File: src/rtl/rec_pkg.sv
package rec_pkg;
  typedef enum logic [1:0] {
    RG_BASE = 2'd0,
    RG_SIZE = 2'd1,
    RG_CTRL = 2'd2,
    RG_FILL = 2'd3
  } rg_sel_e;
endpackage

File: src/rtl/rec_regs.sv
module rec_regs
  import rec_pkg::*;
#(
  parameter int AW  = 32,
  parameter int LSB = 3
) (
  input  logic          clk,
  input  logic          rst_n,
  input  logic          reg_we,
  input  logic [1:0]    reg_addr,
  input  logic [AW-1:0] reg_wdata,
  input  logic [AW-LSB-1:0] fill_w,
  output logic [AW-LSB-1:0] base_w,
  output logic [AW-LSB-1:0] size_w,
  output logic          restart_stb,
  output logic [AW-1:0] reg_rdata
);
  rg_sel_e sel;
  logic    wdata_unused;

  assign sel          = rg_sel_e'(reg_addr);
  assign wdata_unused = ^reg_wdata[LSB-1:1];

  // Only the word-granular part of base and size is stored.
  always_ff @(posedge clk or negedge rst_n) begin
    if (!rst_n) begin
      base_w <= '0;
      size_w <= '0;
    end else if (reg_we) begin
      case (sel)
        RG_BASE: base_w <= reg_wdata[AW-1:LSB];
        RG_SIZE: size_w <= reg_wdata[AW-1:LSB];
        default: ;
      endcase
    end
  end

  assign restart_stb = reg_we && (sel == RG_CTRL) && reg_wdata[0];

  always_comb begin
    case (sel)
      RG_BASE: reg_rdata = {base_w, {LSB{1'b0}}};
      RG_SIZE: reg_rdata = {size_w, {LSB{1'b0}}};
      RG_FILL: reg_rdata = {fill_w, {LSB{1'b0}}};
      default: reg_rdata = '0;
    endcase
  end

  // configuration only moves on a register write
  p_cfg_hold_r2: assert property (@(posedge clk) disable iff (!rst_n)
    !reg_we |=> ($stable(base_w) && $stable(size_w)));
endmodule

File: src/rtl/rec_fill.sv
module rec_fill #(
  parameter int HW = 29
) (
  input  logic          clk,
  input  logic          rst_n,
  input  logic [HW-1:0] size_w,
  input  logic          restart_stb,
  input  logic          accept,
  input  logic          wr_done,
  input  logic          busy,
  output logic [HW-1:0] fill_w,
  output logic          full,
  output logic          pend
);
  logic defer;

  // A restart must wait if a write is in flight or starts this cycle.
  assign defer = busy || accept;

  always_ff @(posedge clk or negedge rst_n) begin
    if (!rst_n) begin
      fill_w <= '0;
      pend   <= 1'b0;
    end else if (wr_done) begin
      pend   <= 1'b0;
      fill_w <= (pend || restart_stb) ? '0 : fill_w + 1'b1;
    end else if (restart_stb) begin
      if (defer) pend   <= 1'b1;
      else       fill_w <= '0;
    end
  end

  assign full = (fill_w >= size_w);

  // the count moves only on an acknowledge (or clears)
  p_fill_on_ack_r4: assert property (@(posedge clk) disable iff (!rst_n)
    !wr_done |=> ((fill_w == $past(fill_w)) || (fill_w == '0)));
  // an idle restart clears at once
  p_restart_idle_r7: assert property (@(posedge clk) disable iff (!rst_n)
    (restart_stb && !busy && !accept) |=> (fill_w == '0));
  // a deferred restart exists only with a write in flight
  p_pend_inflight_r8: assert property (@(posedge clk) disable iff (!rst_n)
    pend |-> busy);
  // the deferred restart lands on the acknowledge
  p_pend_clear_r8: assert property (@(posedge clk) disable iff (!rst_n)
    (pend && wr_done) |=> (fill_w == '0));
endmodule

File: src/rtl/rec_wport.sv
module rec_wport #(
  parameter int HW = 29,
  parameter int DW = 64
) (
  input  logic          clk,
  input  logic          rst_n,
  input  logic          in_valid,
  input  logic [DW-1:0] in_data,
  input  logic [HW-1:0] base_w,
  input  logic [HW-1:0] fill_w,
  input  logic          full,
  input  logic          pend,
  input  logic          mem_ack,
  output logic          in_ready,
  output logic          accept,
  output logic          mem_req,
  output logic [HW-1:0] mem_addr,
  output logic [DW-1:0] mem_wdata
);
  assign in_ready = !mem_req && !full && !pend;
  assign accept   = in_valid && in_ready;

  // Holding register: one word in flight, held until acknowledged.
  always_ff @(posedge clk or negedge rst_n) begin
    if (!rst_n) begin
      mem_req   <= 1'b0;
      mem_addr  <= '0;
      mem_wdata <= '0;
    end else if (accept) begin
      mem_req   <= 1'b1;
      mem_addr  <= base_w + fill_w;
      mem_wdata <= in_data;
    end else if (mem_ack) begin
      mem_req   <= 1'b0;
    end
  end

  // request and its payload hold until acknowledged
  p_req_stable_r3: assert property (@(posedge clk) disable iff (!rst_n)
    (mem_req && !mem_ack) |=> (mem_req && $stable(mem_addr) && $stable(mem_wdata)));
  // never ready while a write is outstanding
  p_single_out_r5: assert property (@(posedge clk) disable iff (!rst_n)
    mem_req |-> !in_ready);
endmodule

File: src/rtl/rec_buf_ctrl.sv
module rec_buf_ctrl #(
  parameter int ADDR_W = 32,
  parameter int DATA_W = 64
) (
  input  logic                                clk,
  input  logic                                rst_n,
  input  logic                                reg_we,
  input  logic [1:0]                          reg_addr,
  input  logic [ADDR_W-1:0]                   reg_wdata,
  output logic [ADDR_W-1:0]                   reg_rdata,
  input  logic                                in_valid,
  output logic                                in_ready,
  input  logic [DATA_W-1:0]                   in_data,
  output logic                                mem_req,
  output logic [ADDR_W-$clog2(DATA_W/8)-1:0]  mem_addr,
  output logic [DATA_W-1:0]                   mem_wdata,
  input  logic                                mem_ack
);
  localparam int LSB = $clog2(DATA_W/8);
  localparam int HW  = ADDR_W - LSB;

  logic [HW-1:0] base_w, size_w, fill_w;
  logic          restart_stb, accept, full, pend, wr_done;

  assign wr_done = mem_req && mem_ack;

  rec_regs #(.AW(ADDR_W), .LSB(LSB)) u_regs (
    .clk        (clk),
    .rst_n      (rst_n),
    .reg_we     (reg_we),
    .reg_addr   (reg_addr),
    .reg_wdata  (reg_wdata),
    .fill_w     (fill_w),
    .base_w     (base_w),
    .size_w     (size_w),
    .restart_stb(restart_stb),
    .reg_rdata  (reg_rdata)
  );

  rec_fill #(.HW(HW)) u_fill (
    .clk        (clk),
    .rst_n      (rst_n),
    .size_w     (size_w),
    .restart_stb(restart_stb),
    .accept     (accept),
    .wr_done    (wr_done),
    .busy       (mem_req),
    .fill_w     (fill_w),
    .full       (full),
    .pend       (pend)
  );

  rec_wport #(.HW(HW), .DW(DATA_W)) u_wport (
    .clk      (clk),
    .rst_n    (rst_n),
    .in_valid (in_valid),
    .in_data  (in_data),
    .base_w   (base_w),
    .fill_w   (fill_w),
    .full     (full),
    .pend     (pend),
    .mem_ack  (mem_ack),
    .in_ready (in_ready),
    .accept   (accept),
    .mem_req  (mem_req),
    .mem_addr (mem_addr),
    .mem_wdata(mem_wdata)
  );

  // a taken word always fits inside the region
  p_no_overflow_r6: assert property (@(posedge clk) disable iff (!rst_n)
    (in_valid && in_ready) |-> ({1'b0, fill_w} < {1'b0, size_w}));
  // a full region raises no new request
  p_full_no_req_r6: assert property (@(posedge clk) disable iff (!rst_n)
    (full && !mem_req) |=> !mem_req);
endmodule

File: config.mk
export PLATFORM = sky130hd
export DESIGN_NAME = rec_buf_ctrl
export DESIGN_NICKNAME = d
export VERILOG_FILES = /design/src/rtl/rec_pkg.sv /design/src/rtl/rec_regs.sv /design/src/rtl/rec_fill.sv /design/src/rtl/rec_wport.sv /design/src/rtl/rec_buf_ctrl.sv
export SDC_FILE = /design/constraint.sdc
export NUM_CORES = 1
export LEC_CHECK = 0
export BUFFER_PORTS_ARGS = -buffer_cell sky130_fd_sc_hd__buf_2
export CAP_MARGIN = 20
export CORE_AREA = 4 4 166 136
export DETAILED_ROUTE_END_ITERATION = 8
export DIE_AREA = 0 0 170 140
export PLACE_DENSITY = 0.73
export REMOVE_ABC_BUFFERS = 1
export SETUP_SLACK_MARGIN = 0.05
export SLEW_MARGIN = 30
export SYNTH_ARGS = -nofsm -noshare
export SYNTH_HDL_FRONTEND = slang
export SYNTH_HIERARCHICAL = 1
export SYNTH_SLANG_ARGS = --single-unit
export TNS_END_PERCENT = 50
File: constraint.sdc
create_clock -name clk -period 3.8 [get_ports clk]
set_input_delay 0.38 -clock clk [delete_from_list [all_inputs] [get_ports clk]]
set_output_delay 0.38 -clock clk [all_outputs]
set_load 0.01 [all_outputs]
# After elaboration in Yosys (flattened, before gate mapping)
# Index checks and enable logic that the tools add are counted.
[word_totals]
register_bits = 182
latch_bits = 0
ram_bits = 0
mem_bits_ro = 0
output_inout_bits = 127
memories = 0
[op_classes]
n_addsub = 2
multipliers = 0
div = 0
order_cmp = 1
eq_ne = 4
shifts = 0
mux = 10
bitwise = 0
reduce_logical = 19
[ops]
columns = ["cell", "count"]
rows = [
  ["2-to-1 mux 29 bit", 4],
  ["one-hot mux 32 bit (3 select lines)", 1],
  ["adder 29 x 1 -> 29 bit, second input constant", 1],
  ["adder 29 bit", 1],
  [">= comparator 29 bit", 1],
  ["AND reduction 2 bit", 4],
  ["logical AND 1 bit", 6],
  ["nonzero test 2 bit", 3],
  ["2-to-1 mux 1 bit", 5],
  ["equality test 2 bit, second input constant", 2],
  ["logical NOT 1 bit", 3],
  ["equality test 2 x 1 -> 1 bit, second input constant", 1],
  ["logical NOT 2 bit", 1],
  ["logical OR 1 bit", 2],
  ["!= test 2 x 1 -> 1 bit, second input constant", 1],
]

# Longest topological paths before layout
[logic_depth]
depth_word = 9
depth_mapped = 18
depth_no_buf = 15

# Hierarchy
# The synthesis kept the hierarchy.
[modules_own_cells]
columns = ["module", "instances", "cells_per_inst", "area_per_inst_um2", "seq_area_each_um2"]
rows = [
  ["rec_wport", 1, 597, 5014.8, 2352.3],
  ["rec_regs", 1, 198, 2851.5, 1451.4],
  ["rec_fill", 1, 292, 2416.1, 750.7],
  ["rec_buf_ctrl", 1, 1, 6.3, 0.0],
]

# Worst setup path before layout
# OpenSTA, ideal clock, no wires.
[synth_timing]
path_kind = "register -> register"
startpoint = "register u_fill.fill_w[11]"
endpoint = "register u_fill.fill_w[11]"
setup_ps = 110
arrival_ps = 3562
t_required_ps = 3690
setup_slack_ps = 127
stages_incl_launch_ff = 18
path_cell_list = "dfrtp_1 -> ha_1 -> a21oi_1 -> nand2_1 -> a211oi_1 -> or3_1 -> a41oi_1 -> nor3_1 -> nand2_1 -> inv_1 -> clkbuf_1 -> buf_1 -> nor2_1 -> a21oi_1 -> clkbuf_1 -> clkbuf_1 -> o21ai_0 -> o41ai_1"
[synth_between]
elab_chain_cells = 8
word_cells_on_any_way = 11
classes_between = "1 x add/sub; 1 x order compare; 1 x eq/ne; 2 x mux; 6 x reduce/logical"
[synth_lines]
columns = ["element", "line_no", "text"]
rows = [
  ["start: declaration", "rec_fill.sv:11", "output logic [HW-1:0] fill_w,"],
  ["start signal: assignment", "rec_fill.sv:26", "fill_w <= (pend || restart_stb) ? '0 : fill_w + 1'b1;"],
  [">= comparator 29 bit", "rec_fill.sv:33", "assign full = (fill_w >= size_w);"],
  ["via full", "rec_buf_ctrl.sv:23", "logic restart_stb, accept, full, pend, wr_done;"],
  ["logical NOT 1 bit", "rec_wport.sv:20", "assign in_ready = !mem_req && !full && !pend;"],
  ["logical AND 1 bit (2 in a row)", "rec_wport.sv:20", ""],
  ["via in_ready", "rec_buf_ctrl.sv:12", "output logic in_ready,"],
  ["logical AND 1 bit", "rec_wport.sv:21", "assign accept = in_valid && in_ready;"],
  ["via accept", "rec_buf_ctrl.sv:23", ""],
  ["logical OR 1 bit", "rec_fill.sv:18", "assign defer = busy || accept;"],
  ["!= test 2 x 1 -> 1 bit (no line)", "-", ""],
  ["AND reduction 2 bit (no line)", "-", ""],
]
# The timed path passes the listed nets, and every way through them passes these cells.
# A chain may end at the register's enable or synchronous reset.

# Worst setup path after layout
[layout_timing]
startpoint = "register u_fill.fill_w[26]"
endpoint = "register u_fill.fill_w[19]"
[layout_between]
elab_chain_cells = 8
[layout_lines]
columns = ["element", "line_no"]
rows = [
  [">= comparator 29 bit", "rec_fill.sv:33"],
  ["via full", "rec_buf_ctrl.sv:23"],
  ["logical NOT 1 bit", "rec_wport.sv:20"],
  ["logical AND 1 bit (2 in a row)", "rec_wport.sv:20"],
  ["logical AND 1 bit", "rec_wport.sv:21"],
  ["via accept", "rec_buf_ctrl.sv:23"],
  ["logical OR 1 bit", "rec_fill.sv:18"],
  ["!= test 2 x 1 -> 1 bit (no line)", "-"],
  ["AND reduction 2 bit (no line)", "-"],
]
# The timed path passes the listed nets, and every way through them passes these cells.

==> results.py <==
metrics = {
    "timing": {
        "post-route-min-period_ns": 3.46,
        "rsz0062_at_grt": "no",
        "setup_viol": 0,
        "skew_ns": 0.0114,
        "fin_crit_sh_pct": 91.2,
        "fmax_mhz": 289,
        "setup_tns_ns": 0,
        "tightest_slew_ns": 0.763,
        "drv_slew": 0,
        "whs_ns": 0.124,
        "finalHoldViolCount": 0,
        "relSlewSlack_pct": 48.8,
    },
    "pwr": {
        "irDropWorstVdd_uv": 349,
        "switching_share_pct": 37.9,
        "p_leak_nw": 6.40,
        "clkPwrFrac_pct": 24.4,
        "p_per_area_nw_per_um2": 581,
        "netSwitchingPower_mw": 2.72,
        "p_total_mw": 7.18,
        "power.internal_mw": 4.46,
        "pwr-share-comb_pct": 34.8,
        "pwr-share-seq_pct": 40.8,
    },
    "clock_network": {
        "postCtsSetupBuffers": 0,
        "clock_latency_ns": 0.44,
        "cts_made_buffers": 17,
        "ctsHtreeMaxLevel": 4,
        "clockRootBuffer": "clkbuf_16",
        "cts_sinks": 182,
        "clock_path_buffers": 2,
        "cts_tree": "done",
        "path_clk_slew_ns": 0.08,
    },
    "setup_path": {
        "end_kind": "flop",
        "crit_fanout": 29,
        "crit_start": "u_fill/fill_w[26]$_DFFE_PN0P_",
        "critPathBufInv": 2,
        "worstPathCellList": "ha_1 > a21oi_1 > o21ai_0 > nor4_1 > a41oi_1 > nor3_1 > nand2_4 > inv_2 > nor2_1 > a21oi_1 > buf_4 > o21ai_0 > o21ai_0",
        "r2r_setup_slack_ns": 0.34,
        "cp_slowest_cell": "dfrtp_1",
        "r2r-end": "u_fill/fill_w[19]$_DFFE_PN0P_",
        "cp.arrival_ns": 3.81,
        "cp-start-kind": "flop",
        "reg2reg_depth": 13,
        "rr_startpoint": "u_fill/fill_w[26]$_DFFE_PN0P_",
        "cp_slowest_stage_delay_ns": 0.46,
        "critPathKind": "reg -> reg",
        "crit_family": "simple AND/OR/NAND/NOR gates",
        "crit_end": "u_fill/fill_w[19]$_DFFE_PN0P_",
        "path_common_cell": "o21ai_0",
        "required_ns": 4.14,
        "path_depth": 13,
    },
    "global_route": {
        "grtUsageMet1_pct": 33.4,
        "grt_pass1_wl_um": 45700,
        "grt_remaining_overflow": 0,
        "grt_max_degree": 75,
        "grt_pass1_vias": 8722,
        "use_met3_pct": 4.15,
        "grt.busiest_layer": "met2",
        "antenna_found_initial": 1,
        "use_met2_pct": 37.9,
        "grt_use_total_pct": 23.8,
    },
    "floorplanning": {
        "core-area_um2": 21100,
        "start_util_pct": 48.8,
        "die_width_um": 170,
        "fp.dieH_um": 140,
        "io_pins": 230,
        "die-area_um2": 23800,
        "rows": 48,
    },
    "yosys": {
        "ys_seq_area_share_pct": 44.3,
        "synth_warnings": 6,
        "synth-async-reset-ratio_pct": 100,
        "ys.flop_type": "dfrtp_1",
        "syn_area_um2": 10300,
        "ys_seq_elements": 182,
        "synth_cell_types": 73,
        "synthCells": 1088,
        "avgSynthCellArea_um2": 9.46,
        "synth_enable_flop_cells": 0,
    },
    "placement": {
        "gp_congestion": 0.887,
        "dp_hpwl_um": 20500,
        "placed_area_um2": 11800,
        "portBuffers": 224,
        "dp_cells": 1563,
    },
    "finish": {
        "finalNetCount": 1470,
        "layout-drive-gt1-share_pct": 26.9,
        "fin_cells": 1598,
        "area_delta_synth_final_pct": 20.1,
        "stdcell_area_um2": 12400,
    },
    "detailed_routing": {
        "via_per_inst": 5.56,
        "drtIter0Drc": 879,
        "drt-pass1-iter-count": 5,
        "ant_nets": 0,
        "wl_um": 28200,
        "wl_per_cell_um": 17.7,
        "vias": 8892,
        "drcViolationCount": 0,
    },
    "run_status": {
        "status": "finished clean",
    },
    "min_path": {
        "worstHoldPathType": "in -> reg",
    },
    "run": {
        "cap_violations": 0,
    },
}
## cells in the mapped netlist (2+ instances only)
| cell type | number | area share [%] |
|---|---|---|
| nand4_1 | 19 | 1.2 |
| or4_1 | 5 | 0.36 |
| nand3_1 | 33 | 1.6 |
| buf_6 | 3 | 0.33 |
| buf_8 | 2 | 0.29 |
| o2bb2ai_1 | 30 | 2.6 |
| o21a_1 | 7 | 0.51 |
| mux2_2 | 38 | 4.2 |
| mux2i_1 | 31 | 3.0 |
| xnor2_1 | 9 | 0.77 |
| nor2_1 | 29 | 1.1 |
| and3_1 | 6 | 0.36 |
| and2_1 | 6 | 0.36 |
| o21ai_1 | 12 | 0.58 |
| xor2_1 | 7 | 0.60 |
| a21oi_1 | 54 | 2.6 |
| mux2_4 | 10 | 1.5 |
| a2111o_1 | 2 | 0.22 |
| nand2_1 | 267 | 9.7 |
| nor4_4 | 2 | 0.41 |
| nor4_1 | 4 | 0.24 |
| buf_4 | 6 | 0.44 |
| a31oi_1 | 5 | 0.30 |
| dfrtp_1 | 182 | 44 |
| a211o_1 | 2 | 0.17 |
| a21o_1 | 16 | 1.2 |
| mux2_1 | 10 | 1.1 |
| nor2b_1 | 2 | 0.12 |
| clkbuf_1 | 30 | 1.1 |
| buf_1 | 5 | 0.18 |
| a211oi_1 | 3 | 0.22 |
| buf_2 | 13 | 0.63 |
| a41oi_1 | 6 | 0.51 |
| nor3_1 | 9 | 0.44 |
| o22ai_1 | 2 | 0.12 |
| nand3b_1 | 3 | 0.22 |
| o31ai_1 | 12 | 0.88 |
| nand2b_1 | 2 | 0.12 |
| o21bai_1 | 3 | 0.22 |
| ha_1 | 58 | 7.1 |
| o211ai_1 | 8 | 0.58 |
| or3_1 | 2 | 0.12 |
| inv_1 | 42 | 1.5 |
| o21ai_0 | 61 | 3.0 |
| or4b_1 | 2 | 0.19 |
## sequential cells by signal, indices dropped and copies added (netlist names)
name               cells
u_wport/mem_wdata     64
u_fill/fill_w         29
u_regs/base_w         29
u_regs/size_w         29
u_wport/mem_addr      29
u_fill/pend            1
u_wport/mem_req        1
## kinds of logic after synthesis
logic type               after synthesis  synth area share, %
AO/OA/AOI/OAI                        238                 15.1
XOR/XNOR                              16                 1.36
adder cells (fa/ha/maj)               59                 7.25
buffers and inverters                101                 4.50
flip-flops                           182                 44.3
multiplexers                          89                 9.73
other                                  1               0.0364
AND/OR/NAND/NOR                      402                 17.7
## worst min-delay path: stages
cell	delay (ns)
buf_2	0.07
nand2_1	0.04
nand2_1	0.04
## cell type report
| class | count | area [um2] |
|---|---|---|
| antenna | 2 | 5.00 |
| clock buffer | 17 | 425 |
| clock inverter | 15 | 168 |
| fill | 1889 | 8720 |
| inverter | 42 | 158 |
| multi-input combinational | 807 | 5290 |
| sequential | 182 | 4550 |
| tap | 275 | 344 |
| timing repair buffer | 258 | 1410 |
## cell usage in the layout (no fill, tap or decap), drive strengths merged, types with 4 or more instances in the layout
cell type / Yosys / layout
nand3: 35 / 35
nand2: 267 / 267
o2bb2ai: 30 / 30
o211ai: 8 / 8
a41oi: 6 / 6
mux2i: 31 / 31
a21oi: 55 / 55
buf: 29 / 256
a211oi: 4 / 4
mux2: 58 / 58
clkinv: 0 / 9
nor2: 30 / 30
o21ai: 74 / 74
a21o: 16 / 16
o31ai: 13 / 13
o21a: 7 / 7
dfrtp: 182 / 182
inv: 42 / 48
nand4: 20 / 20
and3: 7 / 7
xnor2: 9 / 9
nor3: 9 / 9
ha: 58 / 58
clkbuf: 30 / 18
xor2: 7 / 7
a31oi: 5 / 5
or4: 5 / 5
and2: 7 / 7
nor4: 6 / 6
## power by group through the flow
stage | Combinational, mW | Clock [mW] | Sequential (mW)
4_1_cts | 2.53 | 1.80 | 2.94
2_1_floorplan | 1.19 | 0 | 3.18
3_5_place_dp | 2.52 | 0 | 2.98
3_3_place_gp | 2.46 | 0 | 2.95
5_1_grt | 2.81 | 1.89 | 3.02
6_report | 2.50 | 1.75 | 2.93
## through the flow
| stage | util, % | worst slack, ns |
|---|---|---|
| detailed placement | 55.7 | 0.439 |
| floorplan | - | -2.81 |
| finish | 58.6 | 0.335 |
| global route | 58.6 | 0.102 |
| global placement | 55.7 | 0.559 |
| CTS | 58.6 | 0.357 |
## metal layers
metal,wire (um),vias up
li1,-,4295
met1,12500,4233
met2,13100,329
met3,2120,35
met4,549,0
met5,0,-
## how the worst min path moves through the flow
stage,start,endpoint,slack (ns),depth (start not counted)
3_3_place_gp,rst_n,u_regs/base_w[27]$_DFFE_PN0P_,0.44,1
6_report,in_data[42],u_wport/mem_wdata[42]$_DFFE_PN0P_,0.12,3
4_1_cts,in_data[42],u_wport/mem_wdata[42]$_DFFE_PN0P_,0.11,3
2_1_floorplan,rst_n,u_fill/fill_w[0]$_DFFE_PN0P_,0.08,0
5_1_grt,in_data[32],u_wport/mem_wdata[32]$_DFFE_PN0P_,0.12,3
3_5_place_dp,rst_n,u_regs/size_w[27]$_DFFE_PN0P_,0.44,1
## what timing repair did
action	4_1_cts	5_1_grt
resized for setup	0	0
hold buffers	1	0
endpoints found under the hold margin	28	0
No activity file was read; power rests on OpenSTA's default activity.
